$ cat config.mk
export PLATFORM = sky130hd
export DESIGN_NAME = hop_engine
export DESIGN_NICKNAME = d
export VERILOG_FILES = /design/src/rtl/hop_pkg.sv /design/src/rtl/hop_param_store.sv /design/src/rtl/hop_grad_acc.sv /design/src/rtl/hop_sequencer.sv /design/src/rtl/hop_engine.sv
export SDC_FILE = /design/constraint.sdc
export NUM_CORES = 1
export LEC_CHECK = 0
export ABC_CLOCK_PERIOD_IN_PS = 4880
export BUFFER_PORTS_ARGS = -buffer_cell sky130_fd_sc_hd__buf_2
export CAP_MARGIN = 15
export CORE_MARGIN = 2
export CORE_UTILIZATION = 54
export DETAILED_ROUTE_END_ITERATION = 8
export PLACE_DENSITY = 0.73
export SYNTH_ARGS = -nofsm -noshare
export SYNTH_HDL_FRONTEND = slang
export SYNTH_SLANG_ARGS = --single-unit
$ cat constraint.sdc
create_clock -name clk -period 4.88 [get_ports clk]
set_input_delay 0.244 -clock clk [delete_from_list [all_inputs] [get_ports clk]]
set_output_delay 0.244 -clock clk [all_outputs]
set_load 0.01 [all_outputs]
$ cat src/rtl/hop_pkg.sv
package hop_pkg;

  typedef enum logic {
    ST_IDLE  = 1'b0,
    ST_SWEEP = 1'b1
  } seq_state_e;

  // Saturating signed add into a w-bit two's complement range.
  function automatic int hop_sat_add(input int a, input int b, input int w);
    int hi;
    int lo;
    int s;
    hi = (1 <<< (w - 1)) - 1;
    lo = -(1 <<< (w - 1));
    s  = a + b;
    if (s > hi) s = hi;
    if (s < lo) s = lo;
    return s;
  endfunction

  // Sign rule: positive -> 1, negative -> 0, zero -> hold.
  function automatic logic hop_next_bit(input logic cur, input int grad);
    if (grad > 0) return 1'b1;
    if (grad < 0) return 1'b0;
    return cur;
  endfunction

endpackage

$ cat src/rtl/hop_param_store.sv
module hop_param_store #(
  parameter int N  = 8,
  parameter int W  = 8,
  localparam int IW = (N > 1) ? $clog2(N) : 1
) (
  input  logic                clk,
  input  logic                rst_n,
  input  logic                wr_en,
  input  logic                wr_thr,
  input  logic                wr_accum,
  input  logic [IW-1:0]       wr_row,
  input  logic [IW-1:0]       wr_col,
  input  logic signed [W-1:0] wr_data,
  input  logic [IW-1:0]       rd_src,
  input  logic [IW-1:0]       rd_dst,
  output logic signed [W-1:0] rd_weight,
  input  logic [IW-1:0]       thr_idx,
  output logic signed [W-1:0] thr_val
);

  logic signed [W-1:0] wt_q  [N][N];
  logic signed [W-1:0] thr_q [N];

  logic                row_ok;
  logic                col_ok;
  logic signed [W-1:0] wt_new;
  logic signed [W-1:0] thr_new;

  assign row_ok = int'(wr_row) < N;
  assign col_ok = int'(wr_col) < N;

  always_comb begin
    wt_new  = wr_data;
    thr_new = wr_data;
    if (row_ok && col_ok && wr_accum)
      wt_new = W'(hop_pkg::hop_sat_add(int'(wt_q[wr_row][wr_col]), int'(wr_data), W));
    if (row_ok && wr_accum)
      thr_new = W'(hop_pkg::hop_sat_add(int'(thr_q[wr_row]), int'(wr_data), W));
  end

  always_ff @(posedge clk) begin
    if (!rst_n) begin
      for (int r = 0; r < N; r++) begin
        thr_q[r] <= '0;
        for (int c = 0; c < N; c++) wt_q[r][c] <= '0;
      end
    end else if (wr_en && row_ok) begin
      if (wr_thr) begin
        thr_q[wr_row] <= thr_new;
      end else if (col_ok && (wr_row != wr_col)) begin
        wt_q[wr_row][wr_col] <= wt_new;
        wt_q[wr_col][wr_row] <= wt_new;
      end
    end
  end

  assign rd_weight = wt_q[rd_src][rd_dst];
  assign thr_val   = thr_q[thr_idx];

endmodule

$ cat src/rtl/hop_grad_acc.sv
module hop_grad_acc #(
  parameter int N  = 8,
  parameter int W  = 8,
  localparam int AW = W + $clog2(N + 1) + 1
) (
  input  logic                 clk,
  input  logic                 rst_n,
  input  logic                 load,
  input  logic signed [W-1:0]  load_val,
  input  logic                 add,
  input  logic signed [W-1:0]  term,
  output logic signed [AW-1:0] sum_now
);

  logic signed [AW-1:0] acc_q;
  logic signed [AW-1:0] term_x;
  logic signed [AW-1:0] load_x;

  assign term_x  = {{(AW-W){term[W-1]}}, term};
  assign load_x  = {{(AW-W){load_val[W-1]}}, load_val};
  assign sum_now = acc_q + term_x;

  always_ff @(posedge clk) begin
    if (!rst_n)    acc_q <= '0;
    else if (load) acc_q <= load_x;
    else if (add)  acc_q <= sum_now;
  end

endmodule

$ cat src/rtl/hop_sequencer.sv
module hop_sequencer #(
  parameter int N  = 8,
  localparam int IW = (N > 1) ? $clog2(N) : 1
) (
  input  logic          clk,
  input  logic          rst_n,
  input  logic          start,
  input  logic          nbr_changed,
  output logic          running,
  output logic [IW-1:0] cur_k,
  output logic [IW-1:0] cur_j,
  output logic          last_term,
  output logic          load_acc,
  output logic [IW-1:0] thr_idx,
  output logic          conv
);

  localparam logic [IW-1:0] LAST = IW'(N - 1);

  hop_pkg::seq_state_e state_q;
  logic                dirty_q;
  logic                last_neuron;
  logic                start_ok;

  assign running     = (state_q == hop_pkg::ST_SWEEP);
  assign start_ok    = start && !running;
  assign last_term   = running && (cur_j == LAST);
  assign last_neuron = (cur_k == LAST);
  assign load_acc    = start_ok || last_term;
  assign conv        = last_term && last_neuron && !dirty_q && !nbr_changed;

  always_comb begin
    if (!running || last_neuron) thr_idx = '0;
    else                         thr_idx = cur_k + 1'b1;
  end

  always_ff @(posedge clk) begin
    if (!rst_n) begin
      state_q <= hop_pkg::ST_IDLE;
      cur_k   <= '0;
      cur_j   <= '0;
      dirty_q <= 1'b0;
    end else if (start_ok) begin
      state_q <= hop_pkg::ST_SWEEP;
      cur_k   <= '0;
      cur_j   <= '0;
      dirty_q <= 1'b0;
    end else if (running) begin
      if (!last_term) begin
        cur_j <= cur_j + 1'b1;
      end else begin
        cur_j <= '0;
        if (last_neuron) begin
          cur_k   <= '0;
          dirty_q <= 1'b0;
          if (!(dirty_q || nbr_changed)) state_q <= hop_pkg::ST_IDLE;
        end else begin
          cur_k   <= cur_k + 1'b1;
          dirty_q <= dirty_q || nbr_changed;
        end
      end
    end
  end

endmodule

$ cat src/rtl/hop_engine.sv
module hop_engine #(
  parameter int N  = 8,
  parameter int W  = 8,
  localparam int IW = (N > 1) ? $clog2(N) : 1,
  localparam int AW = W + $clog2(N + 1) + 1
) (
  input  logic                clk,
  input  logic                rst_n,
  input  logic                wr_en,
  input  logic                wr_thr,
  input  logic                wr_accum,
  input  logic [IW-1:0]       wr_row,
  input  logic [IW-1:0]       wr_col,
  input  logic signed [W-1:0] wr_data,
  input  logic [N-1:0]        clamp_en,
  input  logic [N-1:0]        clamp_val,
  input  logic                start,
  output logic                stable,
  output logic [N-1:0]        act
);

  logic                 running;
  logic [IW-1:0]        cur_k;
  logic [IW-1:0]        cur_j;
  logic                 last_term;
  logic                 load_acc;
  logic [IW-1:0]        thr_idx;
  logic                 conv;
  logic signed [W-1:0]  rd_weight;
  logic signed [W-1:0]  thr_val;
  logic signed [W-1:0]  term;
  logic signed [AW-1:0] grad;
  logic                 upd_fire;
  logic                 k_clamped;
  logic                 nxt_bit;
  logic                 nbr_changed;
  logic                 start_ok;
  logic                 grad_pos;
  logic                 grad_neg;

  hop_param_store #(.N(N), .W(W)) store_i (
    .clk(clk), .rst_n(rst_n),
    .wr_en(wr_en), .wr_thr(wr_thr), .wr_accum(wr_accum),
    .wr_row(wr_row), .wr_col(wr_col), .wr_data(wr_data),
    .rd_src(cur_j), .rd_dst(cur_k), .rd_weight(rd_weight),
    .thr_idx(thr_idx), .thr_val(thr_val)
  );

  hop_sequencer #(.N(N)) seq_i (
    .clk(clk), .rst_n(rst_n), .start(start), .nbr_changed(nbr_changed),
    .running(running), .cur_k(cur_k), .cur_j(cur_j), .last_term(last_term),
    .load_acc(load_acc), .thr_idx(thr_idx), .conv(conv)
  );

  // Skip the self term and neurons that are off.
  assign term = ((cur_j != cur_k) && act[cur_j]) ? rd_weight : '0;

  hop_grad_acc #(.N(N), .W(W)) acc_i (
    .clk(clk), .rst_n(rst_n),
    .load(load_acc), .load_val(thr_val),
    .add(running), .term(term), .sum_now(grad)
  );

  assign start_ok    = start && !running;
  assign upd_fire    = last_term;
  assign k_clamped   = clamp_en[cur_k];
  assign nxt_bit     = hop_pkg::hop_next_bit(act[cur_k], int'(grad));
  assign nbr_changed = upd_fire && !k_clamped && (nxt_bit != act[cur_k]);
  assign grad_pos    = grad > 0;
  assign grad_neg    = grad < 0;

  always_ff @(posedge clk) begin
    if (!rst_n) begin
      act <= '0;
    end else if (start_ok) begin
      act <= (act & ~clamp_en) | (clamp_val & clamp_en);
    end else if (upd_fire && !k_clamped) begin
      act[cur_k] <= nxt_bit;
    end
  end

  always_ff @(posedge clk) begin
    if (!rst_n)        stable <= 1'b0;
    else if (start_ok) stable <= 1'b0;
    else if (conv)     stable <= 1'b1;
  end

endmodule

==> impl_results.md, run 1 <==
- Status: complete, but fails checks
- Violated checks: setup timing
- Final Total Pwr: 0.0138 W
- H-tree levels: 3
- Clk_lat worst skew: between 0.6 and 0.7 ns
- Die area: 62600 um^2
- Multi-input gate area: 14300 um^2
- Initial antenna violation count: 3
- Fin crit share: 105%
- Clock sinks: 609
- Fill cells: 4438
- Place WS: -0.427 ns
- Routed len/inst: 31.8 um
- Final setup TNS: -2.03 ns
- CTS root buffer: clkbuf_16
- WL final: 125000 um
- # rows: 90
- Cell taking the most area after synthesis: edfxtp_1
- Final HPWL DP: about 87000 um
- Clk slew on worst S/H paths: 0.06 ns
- Fmax achieved: 0.194 GHz
- Iter 0 DRT Violations: 4018
- I/O Pins: 45
- Port Buffer Count: 44
- Max clock buf depth: 3
- Overall die height: approximately 250 um
- Global route overflow: 0
- Worst slew pin tran: 1.25 ns
- Max Cap Violations: 0
- Routed via count: approximately 27000
- Worst slew margin: between 10% and 20%
- Sequential Power Share: 44.0%
- Power share of the clock group: 38.7%
- FF+latch count, synth: 609
- RSZ-0062 raised after global routing: true
- Post-synth EDFFs: 576
- Final Max Slew Viols: 0
- Mapped Area: 32700 um^2
- Hold Crit Class: primary input to flop
- Initial Utilization: between 50% and 60%
- Vias per cell: ~6.9
- Post-synthesis async set-or-reset flop share: 0%
- Warnings, synthesis: 0
- Setup violators final: 11
- Total CTS buffers: 68
- Sw power: 0.00379 W
- Pleak: 14.6 nW
- Sequential Area: 18000 um^2
- Internal power: 0.0100 W
- CTS tree: built
- Die X: between 200 and 300 um
- Nets@finish: approximately 3200
- Antenna Nets Post-Route: 0
- Residual DRC count: 0
- Core Footprint: roughly 60000 um^2
- Critical path start-end classification: flop to flop
- Fin Clk Skew: 0.0310 ns
- Setup WS post-layout: -0.262 ns
- Switch share: 27.4%
- CP required: 5.34 ns
- Global-route wire length before repair: 180000 um
- Crit end category: flop
- Unique masters post-synth: 76
- Logic pwr share: 17.3%
- Syn avg cell area: 11.8 um^2
- Synthesized instance count: 2782
- Post-synthesis sequential area ratio: 54.8%
- Crit path time final: 5.14 ns
- CP arrival: 5.60 ns
- Crit-path max FO: 8
- Pwr dens: 349 nW/um^2
- Yosys top cell area share: 52.8%
- All-Layer GR Usage: 39.7%
- Layout cells sized above 1: between 20% and 30%
- Final hold vios: 0
- CP Launch Type: flop
- Gp weighted congestion: 1.01
- Vias in the first global route: 27000
- Largest net degree at the start of global routing: 67
- First drt pass iteration count: 6
- R2R Setup Slk: -0.26 ns
- P&R area growth vs syn: 21.0%
- Final Hold Slack: 0.0130 ns
- Ranking of synthesized cells by area: edfxtp_1 53%, mux4_2 12%, nor2_1 7.1%
- Peak VDD IR: 0.290 mV
- Post-synth top flop: edfxtp_1
==> flip-flops by register name (all words and copies together) (netlist names), named ones only <==
signal,count
store_i.wt_q,512
store_i.thr_q,64
acc_i.acc_q,13
seq_i.cur_j,3
seq_i.cur_k,3
seq_i.dirty_q,1
seq_i.running,1
stable,1
==> critical path, cell delays in order, from the launching register on <==
cell and delay [ns]:
dfxtp_4 0.41, buf_12 0.16, buf_12 0.14, mux4_2 0.52
mux2i_2 0.23, buf_4 0.19, o22ai_2 0.11, a2111oi_4 0.37
buf_4 0.20, nor2_4 0.04, ha_4 0.26, a21oi_2 0.15
o32ai_2 0.10, or3_1 0.38, o211ai_1 0.30, mux2_4 0.35
nor4_4 0.18, o211ai_1 0.19, o311a_1 0.33, a21oi_2 0.23
a211oi_1 0.13
==> what timing repair did <==
item                       in CTS  in global routing
hold buffers                    7                  0
setup buffers                  16                  3
setup endpoints to repair      41                404
gates resized for setup        57                 25
cloned                          3                  2
pin swaps                      14                  7
hold endpoints to repair        5                  0
==> cells by family after synthesis <==
| logic type | count (synthesis) | share of synthesized area (%) |
|---|---|---|
| simple gates | 1005 | 12.5 |
| flops | 609 | 54.8 |
| compound gates | 509 | 10.3 |
| mux | 325 | 16.7 |
| buf+inv | 269 | 3.42 |
| fa+ha+maj | 35 | 1.41 |
| xor+xnor | 29 | 0.822 |
| other cells | 1 | 0.0115 |
==> power by group through the flow <==
stage / sequential, W / combinational [W] / clock [W]
floorplan: 0.00610 / 0.00119 / 0
global placement: 0.00616 / 0.00212 / 0
detailed placement: 0.00617 / 0.00216 / 0
CTS: 0.00607 / 0.00223 / 0.00533
global route: 0.00609 / 0.00247 / 0.00553
finish: 0.00608 / 0.00239 / 0.00535
==> cell usage in the layout, fill, tap and decap left out, types with 26 or more instances in the layout <==
| cell | count |
|---|---|
| o22ai_1 | 27 |
| mux2i_1 | 118 |
| inv_1 | 26 |
| nand2_1 | 227 |
| a21oi_1 | 116 |
| dfxtp_1 | 30 |
| edfxtp_1 | 576 |
| conb_1 | 64 |
| o21ai_0 | 88 |
| buf_2 | 40 |
| clkbuf_16 | 73 |
| buf_12 | 51 |
| buf_4 | 318 |
| a221oi_1 | 42 |
| nand3_1 | 54 |
| nor2_1 | 613 |
| mux4_2 | 173 |
| a22oi_1 | 43 |
| ha_1 | 29 |
| mux2_2 | 27 |
==> through the flow <==
stage | util [%] | instances | instance area (um^2)
6_report | 65.9 | 3937 | 39600
5_1_grt | 65.9 | 3936 | 39600
4_1_cts | 65.5 | 3932 | 39400
3_5_place_dp | 60.8 | 3789 | 36600
3_3_place_gp | 60.8 | 3789 | 36600
2_1_floorplan | - | 2845 | 33000
==> per-layer routing <==
metal	track usage (%)	wire, um	vias up
li1	-	-	11100
met1	49.6	42000	13400
met2	61.1	56200	2291
met3	11.7	17500	525
met4	24.9	9290	4
met5	0	29	-
==> area by class of cell <==
type                    count  share of cell area, %
flip-flops and latches    609                   45.4
multi-input cells        1967                   36.2
repair buffers            432                   9.98
clock buffers              79                   4.56
well taps                 782                   2.47
clock inverters            39                   1.15
inverters                  28                  0.265
diodes                      1                0.00632
==> worst paths after layout <==
kind / start / endpoint / depth (start not counted)
worst min-delay path: clamp_en[7] / flop / 3
worst max register to register: flop / seq_i.running / 20
worst max-delay path: flop / seq_i.running / 20
worst min register to register: seq_i.dirty_q / seq_i.dirty_q / 2
==> cell usage after synthesis (all sizes together) (6+ instances only) <==
library cell and n:
o221ai 24, a22oi 43, a211oi 16, clkbuf 143, o21ai 99, nand2 230, a221o 11, o31ai 6
a221oi 43, nand3 56, dfxtp 33, o21bai 8, mux2i 124, nand4 9, o21a 6, nor2 617
buf 98, a21oi 129, inv 27, a21o 7, mux2 28, o211ai 19, nor3 27, and2 9
edfxtp 576, nor2b 19, o22ai 30, a31oi 28, nand2b 7, ha 32, xnor2 25, mux4 173
a22o 7
Power figures use the tool's default switching activity.
==> run 2, diff against run 1 <==
--- a/config.mk
+++ b/config.mk
@@ -5,13 +5,13 @@
 export SDC_FILE = /design/constraint.sdc
 export NUM_CORES = 1
 export LEC_CHECK = 0
-export ABC_CLOCK_PERIOD_IN_PS = 4880
+export ABC_CLOCK_PERIOD_IN_PS = 5100
 export BUFFER_PORTS_ARGS = -buffer_cell sky130_fd_sc_hd__buf_2
 export CAP_MARGIN = 15
 export CORE_MARGIN = 2
 export CORE_UTILIZATION = 54
 export DETAILED_ROUTE_END_ITERATION = 8
-export PLACE_DENSITY = 0.73
+export PLACE_DENSITY = 0.7
 export SYNTH_ARGS = -nofsm -noshare
 export SYNTH_HDL_FRONTEND = slang
 export SYNTH_SLANG_ARGS = --single-unit
==> constraint.sdc (replaced) <==
create_clock -name clk -period 5.1 [get_ports clk]
set_input_delay 0.255 -clock clk [delete_from_list [all_inputs] [get_ports clk]]
set_output_delay 0.255 -clock clk [all_outputs]
set_load 0.01 [all_outputs]
==> impl_results.md, run 2 (synthesis results as in run 1) <==
- Overall die height: 250 um (unchanged)
- Largest net degree at the start of global routing: 47 (-30%)
- # rows: 90 (unchanged)
- Routed length on met2: 56400 um (+0.29%)
- Status: completed
- Fill cells: 4612 (+3.9%)
- First drt pass iteration count: 6 (unchanged)
- Routed met1 length: 43700 um (+4.2%)
- Max Cap Violations: 0 (unchanged)
- Crit end category: flop
- RSZ-0062 raised after global routing: true
- P&R area growth vs syn: 18.8%
- Worst Hold Launch: clamp_en[1]
- Placed Cells: 3740 (-1.3%)
- Top reg by flops: store_i.wt_q
- Final Max Slew Viols: 0 (unchanged)
- R2R Setup Slk: 0.11 ns (+0.38 ns)
- Antenna Nets Post-Route: 0 (unchanged)
- Final hold vios: 0 (unchanged)
- CTS tree: built
- Worst slew margin: 28.6% (+13 points)
- Final std cells w/o fill: 3885 (-1.3%)
- Top flop regs: store_i.wt_q: 512 flops, store_i.thr_q: 64 flops, acc_i.acc_q: 13 flops
- Die area: 62600 um^2 (unchanged)
- Gp weighted congestion: 1.00 (-0.83%)
- Max clock buf depth: 3 (unchanged)
- I/O Pins: 45 (unchanged)
- Die X: 250 um (unchanged)
- Crit path time final: 4.99 ns (-0.155 ns)
- CP required: 5.60 ns (+0.26 ns)
- All-Layer GR Usage: 39.7% (about the same)
- Reg2Reg Depth: 22 (+10%)
- Port Buffer Count: 44 (unchanged)
- Most frequent cells in the layout: 613 x nor2_1, 576 x edfxtp_1, 273 x buf_4
- H-tree levels: 3 (unchanged)
- Nets@finish: 3118 (-1.9%)
- Hold Crit Class: primary input to flop
- CP arrival: 5.48 ns (-0.12 ns)
- Routed len/inst: 32.1 um (+1.2%)
- Vias in the first global route: 26300 (-2.9%)
- Global-route wire length before repair: 179000 um (-0.17%)
- Peak VDD IR: 0.445 mV (+54%)
- Initial antenna violation count: 8 (+5)
- Pwr dens: 333 nW/um^2 (-4.5%)
- Clock sinks: 609 (unchanged)
- Place WS: -0.205 ns (+0.222 ns)
- Global route overflow: 0 (unchanged)
- Critical path start-end classification: flop to flop
- Total CTS buffers: 69 (+1.5%)
- Max reg flops: 512 (unchanged)
- Fmax achieved: 0.201 GHz (+3.1%)
- CTS root buffer: clkbuf_16
- Setup violators final: 0 (-11)
- Fin crit share: 97.8% (-7.6 points)
- Max Used Layer: met5
- Core Footprint: 60100 um^2 (unchanged)
- Iter 0 DRT Violations: 3873 (-3.6%)
- Vias per cell: 6.87 (-0.79%)
- Residual DRC count: 0 (unchanged)
- Fin Clk Skew: 0.0294 ns (-0.00165 ns)
- Final HPWL DP: 87700 um (+0.94%)
- WL met3: 16200 um (-7.8%)
- Worst slew pin tran: 1.07 ns (-0.182 ns)
- WL final: 125000 um (-0.11%)
- Clk slew on worst S/H paths: 0.06 ns (about the same)
- Initial Utilization: 54.4% (unchanged)
- CP Launch Type: flop
- Pleak: 14.3 nW (-2.5%)
- Crit-path max FO: 5 (-3)
- Setup WS post-layout: 0.113 ns (+0.375 ns)
- Most common cell after layout, fill and taps aside: nor2_1
- Layout cells sized above 1: 23.7% (-1.7 points)
- Routed via count: 26700 (-2.1%)
- Clk_lat worst skew: 0.62 ns (-0.02 ns)
-- run 2: changes by cell type in the layout (fill, tap and decap cells not counted), sizes merged, moves of 2 or more --
cell         delta
dlygate4sd3     -3
bufinv          -4
diode           +2
clkinv         +10
buf            -56
-- run 2: what timing repair did --
| action | in CTS | in global routing |
|---|---|---|
| endpoints found under the hold margin | 3 | 0 |
| cloned | 1 | 1 |
| pin swaps | 5 | 16 |
| resized for setup | 21 | 37 |
| buffers inserted | 3 | 9 |
| endpoints found under the setup margin | 10 | 107 |
| hold buffers | 4 | 0 |
-- run 2: final cells by class --
class	count	area, um^2	share of cell area, %
clock buffers	81	1810	4.66
diodes	3	7.51	0.0193
multi-input cells	1967	14300	36.7
inverters	28	105	0.270
clock inverters	43	363	0.933
flip-flops and latches	609	18000	46.2
well taps	782	978	2.52
repair buffers	372	3370	8.67
-- run 2: per-layer routing --
metal  global-route usage (%)  vias to the layer above
li1                         -                    11000
met1                     50.7                    13100
met2                     61.5                     2156
met3                     10.4                      434
met4                     23.8                        8
met5                        0                        -
-- run 2: power by group --
part	switching, W	internal, W	total (W)	leakage [nW]
Clock	0.00208	0.00285	0.00493	1.07
Sequential	0.000147	0.00568	0.00582	6.21
Combinational	0.00136	0.000852	0.00221	7.00
Total	0.00359	0.00937	0.0130	14.3
-- run 2: stage by stage --
| step | TNS [ns] | area [um^2] | util (%) | hold WS, ns | total power [W] |
|---|---|---|---|---|---|
| 2_1_floorplan | 0 | 33000 | - | 0.461 | 0.00697 |
| 3_3_place_gp | -11.31 | 36200 | 60.2 | 0.470 | 0.00797 |
| 3_5_place_dp | -45.17 | 36200 | 60.2 | 0.490 | 0.00801 |
| 4_1_cts | 0 | 38600 | 64.2 | 0.00417 | 0.0129 |
| 5_1_grt | -0.135 | 38900 | 64.7 | 0.0332 | 0.0132 |
| 6_report | 0 | 38900 | 64.7 | 0.0263 | 0.0130 |
-- run 2: critical path, cell delays in order, from the launching register on --
cell       delay (ns)
dfxtp_4          0.44
buf_12           0.13
clkbuf_16        0.13
mux4_2           0.49
mux4_2           0.55
a2111oi_4        0.39
buf_4            0.20
nor2_4           0.04
ha_4             0.20
fa_2             0.37
a21o_1           0.21
a21oi_2          0.15
buf_6            0.14
buf_4            0.10
o21bai_1         0.06
a21oi_2          0.15
xnor2_1          0.12
nor2_1           0.13
o211ai_1         0.17
o31ai_2          0.21
buf_4            0.19
o21ai_4          0.07
o2111a_1         0.24
-- run 2: how the worst min path moves through the flow --
stage,endpoint,slack (ns),depth (start not counted)
after floorplan,seq_i.dirty_q,0.46,2
after global placement,seq_i.dirty_q,0.47,2
after detailed placement,seq_i.dirty_q,0.49,2
after CTS,flop,0.004,3
after global routing,flop,0.03,3
final,flop,0.03,3
